### src/rtl/wt_voice_pkg.sv
package wt_voice_pkg;
  localparam int WAVE_AW  = 6;
  localparam int WAVE_DW  = 6;
  localparam int GAIN_W   = 6;
  localparam int MTAB_AW  = 5;
  localparam int MTAB_DW  = 3;
  localparam int FREQ_W   = 12;
  localparam int PHASE_W  = 25;
  localparam int MACC_W   = 18;
  localparam int STEPS    = 8;
  localparam int STEP_W   = $clog2(STEPS);
  localparam int VOL_CAP  = 32;
  localparam int SAMPLE_W = 12;
  localparam int ESPD_W   = 8;
  localparam int ECNT_W   = ESPD_W + 2;

  localparam logic [3:0] A_VOL    = 4'd0;
  localparam logic [3:0] A_CF_LO  = 4'd2;
  localparam logic [3:0] A_CF_HI  = 4'd3;
  localparam logic [3:0] A_MOD    = 4'd4;
  localparam logic [3:0] A_MF_LO  = 4'd6;
  localparam logic [3:0] A_MF_HI  = 4'd7;
  localparam logic [3:0] A_MTAB   = 4'd8;
  localparam logic [3:0] A_MASTER = 4'd9;
  localparam logic [3:0] A_ESPD   = 4'd10;

  // signed code x gain, doubled, clamped, offset to unsigned byte
  function automatic logic [7:0] mod_byte(logic [MTAB_DW-1:0] code, logic [GAIN_W-1:0] gain);
    int g, m, adj;
    g = int'(gain);
    m = int'(code[1:0]);
    if (m == 0)        adj = 0;
    else if (code[2])  adj = -2 * g * (4 - m);
    else               adj = 2 * g * m;
    if (adj > 127)  adj = 127;
    if (adj < -128) adj = -128;
    return 8'(adj + 128);
  endfunction
endpackage

### src/rtl/wt_envelope.sv
module wt_envelope
  import wt_voice_pkg::*;
(
  input  logic              clk_i,
  input  logic              rst_ni,
  input  logic              wr_i,
  input  logic [7:0]        wdata_i,
  input  logic              env_tick_i,
  input  logic              halt_i,
  output logic [GAIN_W-1:0] gain_o
);
  localparam logic [GAIN_W-1:0] GAIN_MAX = GAIN_W'((1 << GAIN_W) - 1);

  logic [7:0]        ctrl_q;
  logic [GAIN_W-1:0] gain_q, div_q, gain_step;

  always_comb begin
    gain_step = gain_q;
    if (ctrl_q[6]) begin
      if (gain_q != GAIN_MAX) gain_step = gain_q + GAIN_W'(1);
    end else begin
      if (gain_q != '0) gain_step = gain_q - GAIN_W'(1);
    end
  end

  always_ff @(posedge clk_i or negedge rst_ni) begin
    if (!rst_ni) begin
      ctrl_q <= '0;
      gain_q <= '0;
      div_q  <= '0;
    end else if (wr_i) begin
      ctrl_q <= wdata_i;
      if (wdata_i[7]) gain_q <= wdata_i[GAIN_W-1:0];
    end else if (env_tick_i && !ctrl_q[7] && !halt_i) begin
      if (div_q == '0) begin
        gain_q <= gain_step;
        div_q  <= ctrl_q[GAIN_W-1:0];
      end else begin
        div_q <= div_q - GAIN_W'(1);
      end
    end
  end

  assign gain_o = gain_q;

  p_gain_step_r6: assert property (@(posedge clk_i) disable iff (!rst_ni)
    !wr_i |=> (gain_q == $past(gain_q)) || (gain_q == $past(gain_q) + GAIN_W'(1))
              || (gain_q == $past(gain_q) - GAIN_W'(1)));
  p_halt_hold_r8: assert property (@(posedge clk_i) disable iff (!rst_ni)
    halt_i && !wr_i |=> $stable(gain_q));
  p_direct_load_r5: assert property (@(posedge clk_i) disable iff (!rst_ni)
    wr_i && wdata_i[7] |=> gain_q == $past(wdata_i[GAIN_W-1:0]));
endmodule

### src/rtl/wt_mod_unit.sv
module wt_mod_unit
  import wt_voice_pkg::*;
(
  input  logic               clk_i,
  input  logic               rst_ni,
  input  logic               tick_i,
  input  logic               step0_i,
  input  logic               tab_wr_i,
  input  logic [MTAB_DW-1:0] tab_data_i,
  input  logic               clr_i,
  input  logic [FREQ_W-1:0]  freq_i,
  input  logic               force_mid_i,
  input  logic [GAIN_W-1:0]  gain_i,
  output logic               add_en_o
);
  localparam int TAB_N = 1 << MTAB_AW;

  logic [MTAB_DW-1:0] tab_q [TAB_N];
  logic [MTAB_AW-1:0] ptr_q;
  logic [MACC_W-1:0]  acc_q, acc_next;
  logic [7:0]         sh_q, sh_next;
  logic [MTAB_DW-1:0] code;

  assign acc_next = acc_q + MACC_W'(freq_i);
  assign code     = tab_q[acc_next[MACC_W-1 -: MTAB_AW]];

  always_comb begin
    if (!step0_i)         sh_next = sh_q >> 1;
    else if (force_mid_i) sh_next = 8'h80;
    else                  sh_next = mod_byte(code, gain_i);
  end

  assign add_en_o = sh_next[0];

  always_ff @(posedge clk_i or negedge rst_ni) begin
    if (!rst_ni) begin
      for (int i = 0; i < TAB_N; i++) tab_q[i] <= '0;
      ptr_q <= '0;
      acc_q <= '0;
      sh_q  <= 8'h80;
    end else begin
      if (tab_wr_i) begin
        tab_q[ptr_q] <= tab_data_i;
        ptr_q        <= ptr_q + MTAB_AW'(1);
      end
      if (clr_i) begin
        ptr_q <= '0;
        acc_q <= '0;
      end else if (tick_i && step0_i) begin
        acc_q <= acc_next;
      end
      if (tick_i) sh_q <= sh_next;
    end
  end

  p_force_mid_r12: assert property (@(posedge clk_i) disable iff (!rst_ni)
    tick_i && step0_i && force_mid_i |=> sh_q == 8'h80);
  p_ptr_step_r10: assert property (@(posedge clk_i) disable iff (!rst_ni)
    tab_wr_i && !clr_i |=> ptr_q == $past(ptr_q) + MTAB_AW'(1));
  p_clr_r10: assert property (@(posedge clk_i) disable iff (!rst_ni)
    clr_i |=> ptr_q == '0 && acc_q == '0);
endmodule

### src/rtl/wt_phase.sv
module wt_phase
  import wt_voice_pkg::*;
(
  input  logic               clk_i,
  input  logic               rst_ni,
  input  logic               tick_i,
  input  logic               step0_i,
  input  logic [FREQ_W-1:0]  freq_i,
  input  logic               add_en_i,
  output logic [WAVE_AW-1:0] index_o
);
  localparam int SH_W = FREQ_W + STEPS - 1;

  logic [SH_W-1:0]    fsh_q, fsh_next;
  logic [PHASE_W-1:0] phase_q;

  assign fsh_next = step0_i ? SH_W'(freq_i) : (fsh_q << 1);

  always_ff @(posedge clk_i or negedge rst_ni) begin
    if (!rst_ni) begin
      fsh_q   <= '0;
      phase_q <= '0;
    end else if (tick_i) begin
      fsh_q <= fsh_next;
      if (add_en_i) phase_q <= phase_q + PHASE_W'(fsh_next);
    end
  end

  assign index_o = phase_q[PHASE_W-1 -: WAVE_AW];

  p_idle_hold_r9: assert property (@(posedge clk_i) disable iff (!rst_ni)
    !tick_i |=> $stable(phase_q));
  p_no_add_r9: assert property (@(posedge clk_i) disable iff (!rst_ni)
    tick_i && !add_en_i |=> $stable(phase_q));
endmodule

### src/rtl/wt_voice.sv
module wt_voice
  import wt_voice_pkg::*;
(
  input  logic                clk_i,
  input  logic                rst_ni,
  input  logic                wr_i,
  input  logic [6:0]          addr_i,
  input  logic [7:0]          wdata_i,
  input  logic                rd_sel_i,
  input  logic [1:0]          open_bus_i,
  output logic [7:0]          rd_data_o,
  output logic [SAMPLE_W-1:0] sample_o
);
  localparam int WAVE_N     = 1 << WAVE_AW;
  localparam int PROD_W     = WAVE_DW + GAIN_W;
  localparam int SAMPLE_MAX = ((1 << WAVE_DW) - 1) * VOL_CAP * 2;

  logic              tick_q;
  logic [STEP_W-1:0] step_q;
  logic              step0;

  logic [7:0]  cf_lo_q, mf_lo_q;
  logic [3:0]  cf_hi_q, mf_hi_q;
  logic        halt_q, force_mid_q, mute_q;
  logic [1:0]  master_q;
  logic [ESPD_W-1:0] espd_q;
  logic [ECNT_W-1:0] ecnt_q, eperiod;
  logic        env_tick;

  logic [WAVE_DW-1:0] wave_q [WAVE_N];
  logic [WAVE_AW-1:0] index;
  logic               add_en;
  logic [GAIN_W-1:0]  gain_w [2];

  logic               reg_wr;
  logic [3:0]         reg_a;
  logic [GAIN_W-1:0]  vol_eff;
  logic [PROD_W-1:0]  prod;
  logic [SAMPLE_W-1:0] scaled;
  logic [SAMPLE_W-1:0] sample_q;

  assign reg_wr = wr_i && !addr_i[6];
  assign reg_a  = addr_i[3:0];
  assign step0  = (step_q == '0);

  // voice clock enable: every second host cycle
  always_ff @(posedge clk_i or negedge rst_ni) begin
    if (!rst_ni) begin
      tick_q <= 1'b0;
      step_q <= '0;
    end else begin
      tick_q <= ~tick_q;
      if (tick_q) step_q <= step_q + STEP_W'(1);
    end
  end

  always_ff @(posedge clk_i or negedge rst_ni) begin
    if (!rst_ni) begin
      cf_lo_q <= '0; cf_hi_q <= '0; halt_q <= 1'b0;
      mf_lo_q <= '0; mf_hi_q <= '0; force_mid_q <= 1'b0;
      mute_q <= 1'b0; master_q <= '0; espd_q <= '0;
    end else if (reg_wr) begin
      unique case (reg_a)
        A_CF_LO:  cf_lo_q <= wdata_i;
        A_CF_HI:  begin cf_hi_q <= wdata_i[3:0]; halt_q <= wdata_i[6]; end
        A_MF_LO:  mf_lo_q <= wdata_i;
        A_MF_HI:  begin mf_hi_q <= wdata_i[3:0]; force_mid_q <= wdata_i[7]; end
        A_MASTER: begin mute_q <= wdata_i[7]; master_q <= wdata_i[1:0]; end
        A_ESPD:   espd_q <= wdata_i;
        default: ;
      endcase
    end
  end

  always_ff @(posedge clk_i or negedge rst_ni) begin
    if (!rst_ni) begin
      for (int i = 0; i < WAVE_N; i++) wave_q[i] <= '0;
    end else if (wr_i && addr_i[6] && mute_q) begin
      wave_q[addr_i[WAVE_AW-1:0]] <= wdata_i[WAVE_DW-1:0];
    end
  end

  // envelope tick divider
  assign eperiod  = ECNT_W'(espd_q) * ECNT_W'(3);
  assign env_tick = tick_q && (ecnt_q + ECNT_W'(1) >= eperiod);

  always_ff @(posedge clk_i or negedge rst_ni) begin
    if (!rst_ni)       ecnt_q <= '0;
    else if (env_tick) ecnt_q <= '0;
    else if (tick_q)   ecnt_q <= ecnt_q + ECNT_W'(1);
  end

  for (genvar g = 0; g < 2; g++) begin : g_env
    localparam logic [3:0] ADDR = (g == 0) ? A_VOL : A_MOD;
    wt_envelope u_env (
      .clk_i      (clk_i),
      .rst_ni     (rst_ni),
      .wr_i       (reg_wr && reg_a == ADDR),
      .wdata_i    (wdata_i),
      .env_tick_i (env_tick),
      .halt_i     (halt_q),
      .gain_o     (gain_w[g])
    );
  end

  wt_mod_unit u_mod (
    .clk_i       (clk_i),
    .rst_ni      (rst_ni),
    .tick_i      (tick_q),
    .step0_i     (step0),
    .tab_wr_i    (reg_wr && reg_a == A_MTAB),
    .tab_data_i  (wdata_i[MTAB_DW-1:0]),
    .clr_i       (reg_wr && reg_a == A_MF_HI),
    .freq_i      ({mf_hi_q, mf_lo_q}),
    .force_mid_i (force_mid_q),
    .gain_i      (gain_w[1]),
    .add_en_o    (add_en)
  );

  wt_phase u_phase (
    .clk_i    (clk_i),
    .rst_ni   (rst_ni),
    .tick_i   (tick_q),
    .step0_i  (step0),
    .freq_i   ({cf_hi_q, cf_lo_q}),
    .add_en_i (add_en),
    .index_o  (index)
  );

  // output scaling
  assign vol_eff = (gain_w[0] > GAIN_W'(VOL_CAP)) ? GAIN_W'(VOL_CAP) : gain_w[0];
  assign prod    = PROD_W'(wave_q[index]) * PROD_W'(vol_eff);

  always_comb begin
    unique case (master_q)
      2'd0:    scaled = SAMPLE_W'({prod, 1'b0});
      2'd1:    scaled = SAMPLE_W'({prod, 2'b00} / (PROD_W + 2)'(3));
      2'd2:    scaled = SAMPLE_W'(prod);
      default: scaled = SAMPLE_W'({prod, 2'b00} / (PROD_W + 2)'(5));
    endcase
  end

  always_ff @(posedge clk_i or negedge rst_ni) begin
    if (!rst_ni)     sample_q <= '0;
    else if (tick_q) sample_q <= mute_q ? '0 : scaled;
  end

  assign sample_o  = sample_q;
  assign rd_data_o = {open_bus_i, rd_sel_i ? gain_w[1] : gain_w[0]};

  p_mute_zero_r1: assert property (@(posedge clk_i) disable iff (!rst_ni)
    tick_q && mute_q |=> sample_o == '0);
  p_sample_bound_r3: assert property (@(posedge clk_i) disable iff (!rst_ni)
    sample_o <= SAMPLE_W'(SAMPLE_MAX));
  p_step_adv_r9: assert property (@(posedge clk_i) disable iff (!rst_ni)
    tick_q |=> step_q == $past(step_q) + STEP_W'(1));
endmodule

### config.mk
export PLATFORM = sky130hd
export DESIGN_NAME = wt_voice
export DESIGN_NICKNAME = d
export VERILOG_FILES = /design/src/rtl/wt_voice_pkg.sv /design/src/rtl/wt_envelope.sv /design/src/rtl/wt_mod_unit.sv /design/src/rtl/wt_phase.sv /design/src/rtl/wt_voice.sv
export SDC_FILE = /design/constraint.sdc
export NUM_CORES = 1
export LEC_CHECK = 0
export CAP_MARGIN = 20
export CORE_UTILIZATION = 45
export DETAILED_ROUTE_END_ITERATION = 12
export GPL_ROUTABILITY_DRIVEN = 0
export PLACE_DENSITY = 0.7
export SETUP_SLACK_MARGIN = 0.3
export SYNTH_ARGS = -nofsm -noshare
export SYNTH_HDL_FRONTEND = slang
export SYNTH_SLANG_ARGS = --single-unit
### constraint.sdc
create_clock -name clk_i -period 76.8 [get_ports clk_i]
set_input_delay 7.68 -clock clk_i [delete_from_list [all_inputs] [get_ports clk_i]]
set_output_delay 7.68 -clock clk_i [all_outputs]
set_load 0.01 [all_outputs]
==> run summary <==
Hold Buf Count CTS = 0
Final period utilization = 0.394
CP max FO = 49
# H-tree levels = 3
Mapped Cells = 3347
Vias in the first global route = 26800
Num rows = 107
Synth cell types = 106
#FFs+latches synth = 656
Clock root cell = clkbuf_16
Worst skew pair latency = 0.62 ns
Pre-antenna DRT Iters = 7
Area Overhead vs Synth = 10.3%
Syn avg cell area = 11.6 µm²
Outcome = finished, final reports clean
Leakage = 20.2 nW
Seq/Total Area, Yosys = 0.424
Core Util, Final = 0.502
Mapped Area = 0.0387 mm²
RSZ-0062 raised after global routing = no
PD cells = 39.6 mW/mm²
Post-synth top cells = dfrtp_1, mux2_2, nand2_1, nor2_1, ha_1
Initial DRC Count = 1739
CTS max path bufs = 3
Largest net degree at the start of global routing = 172
Die Height = 295 µm
Synthesis Warnings = 0
Die width = 295 µm
Rel. slew slack = 0.316
Port Buffers = 36
# IOs = 41
Grt total ovfl = 0
First-pass GRT wire length = 147 mm
Setup TNS = 0 ns
DR vias = 26200
Most common cell in the netlist = dfrtp_1
Critical path arrival = 30.75 ns
Synth area leaders = dfrtp_1, mux2_2, mux4_2
Final Net Count = 3535
Critical path class = flip-flop to flip-flop
Req. time, crit path = 77.29 ns
Dominant cell type by area after synthesis = dfrtp_1
Mapped Nets = 3561
Post-Route Skew = 0.0252 ns
DIE AREA = 0.0872 mm²
Worst-margin pin slew = 1.03 ns
Total GRT Usage = 0.210
Post_cts resized = 0
Vias per cell = 5.78
# DRC = 0
CORE AREA = 0.0851 mm²
Final Hold Vio Count = 0
Number of synthesized flops with an enable pin = 0
CTS tree = done
Layout fillers = 7431
Antenna Nets Post-Route = 0
Setup Viol. Count Final = 0
Tmin final = 30.26 ns
CP dominant cell by count = ha_1
Max Clock Freq = 33.0 MHz
CTS sink cnt = 656
Share of cells above drive strength 1 = 0.274
IR drop worst, VDD = 0.0000990 V
CP max-delay cell = dfrtp_4
Max Slew Vio Count = 0
Routed Wire Length = 89.2 mm
Worst path max stage delay = 0.88 ns
Post-CTS Setup Repair Bufs = 0
Initial antenna violation count = 3
Post-DP HPWL = 59.9 mm
Clk slew on worst S/H paths = 0.06 ns
Total CTS buffers = 73
Most common flop cell mapped by yosys = dfrtp_1
CP Capture Type = flip-flop
Hold WC Path Type = flip-flop to flip-flop
Crit path launch type = flip-flop
Max cap viols = 0
Initial Utilization = 0.455
Synth top area share = 0.423
Fraction of registers with async set/reset = 1.00
WL per Instance = 19.7 µm
[metal layers]
metal,vias to the layer above,wire length [µm],part of all wire,GRT usage
met1,13400,40900,0.46,0.293
met4,6,1690,0.019,0.0507
met5,-,34,0.00038,0
li1,12100,-,-,-
met3,129,4430,0.050,0.0348
met2,594,42100,0.47,0.343
[final cells by class]
cell class / count / area [µm²] / share of cell area
Timing Repair Buffer: 74 / 673 / 0.0158
Clock inverter: 24 / 322 / 0.00753
Antenna cell: 3 / 7.51 / 0.000176
Sequential cell: 656 / 16400 / 0.385
Clock buffer: 106 / 2200 / 0.0514
Multi-Input combinational cell: 2368 / 21100 / 0.494
Inverter: 148 / 556 / 0.0130
Tap cell: 1144 / 1430 / 0.0335
[stage by stage]
step           hold slack, ns  area [µm²]  cells  total power, mW  worst slack (ns)
4_1_cts                 0.479       42700   4518             1.68             46.54
6_report                0.480       42700   4523             1.69             46.54
2_1_floorplan           0.441       38700   3347             1.14             49.28
3_3_place_gp            0.461       40100   4388             1.30             47.44
5_1_grt                 0.493       42700   4520             1.81             44.46
3_5_place_dp            0.464       40100   4388             1.31             46.61
[critical path, delay by kind of cell (launching register included)]
family | cells | cell delay [ns]
xor gates and xnor gates | 5 | 1.21
and+or+nand+nor | 38 | 9.19
adders and majority gates | 16 | 5.91
buffers and inverters | 8 | 1.39
DFF | 1 | 0.88
AOI/OAI and AO/OA | 29 | 9.07
muxes | 7 | 2.39
[cell families after synthesis]
kind of cell | count (synthesis) | share of synthesized area
multiplexers | 733 | 0.256
adder cells (fa/ha/maj) | 193 | 0.0701
flip-flops | 656 | 0.424
buffers and inverters | 323 | 0.0323
AND/OR/NAND/NOR | 840 | 0.105
AO/OA/AOI/OAI | 487 | 0.0854
XOR/XNOR | 115 | 0.0268
[layout by cell type, fill, tap and decap left out, types with 78 or more instances in the layout]
| cell | synthesis | final |
|---|---|---|
| a21oi_1 | 123 | 123 |
| mux4_2 | 151 | 151 |
| ha_1 | 153 | 153 |
| mux2_2 | 546 | 546 |
| dfrtp_1 | 655 | 651 |
| inv_1 | 147 | 147 |
| nand2_1 | 288 | 288 |
| clkbuf_16 | 0 | 78 |
| nor2_1 | 203 | 203 |
| o21ai_0 | 108 | 107 |
[where the power goes]
| group | switching (mW) | total, mW | internal (mW) |
|---|---|---|---|
| Sequential | 0.0256 | 0.397 | 0.371 |
| Combinational | 0.549 | 0.930 | 0.381 |
| Clock | 0.143 | 0.365 | 0.222 |
[flip-flops by register name, summed over array words and instances (netlist names), 8 cells and up]
signal / flops
u_phase.phase_q: 25
g_env.u_env.gain_o: 12
wave_q: 384
espd_q: 8
g_env.u_env.ctrl_q: 16
u_mod.tab_q: 96
u_mod.acc_q: 18
mf_lo_q: 8
u_phase.fsh_q: 18
sample_o: 12
cf_lo_q: 8
ecnt_q: 10
g_env.u_env.div_q: 12
[worst paths after layout]
check                           cells after the start                  endpoint                      from  slack, ns
min in group asynchronous                           1           u_mod.tab_q[80]                    rst_ni       7.18
worst min-delay path                                2  g_env[0].u_env.ctrl_q[0]  g_env[0].u_env.ctrl_q[0]       0.48
worst max register to register                    103               sample_o[0]       u_phase.phase_q[20]      46.54
max in group asynchronous                           3               wave_q[347]                    rst_ni      67.29
worst min register to register                      2  g_env[0].u_env.ctrl_q[0]  g_env[0].u_env.ctrl_q[0]       0.48
worst max-delay path                              103               sample_o[0]       u_phase.phase_q[20]      46.54
Note: power is estimated with default switching activity, not from simulation.
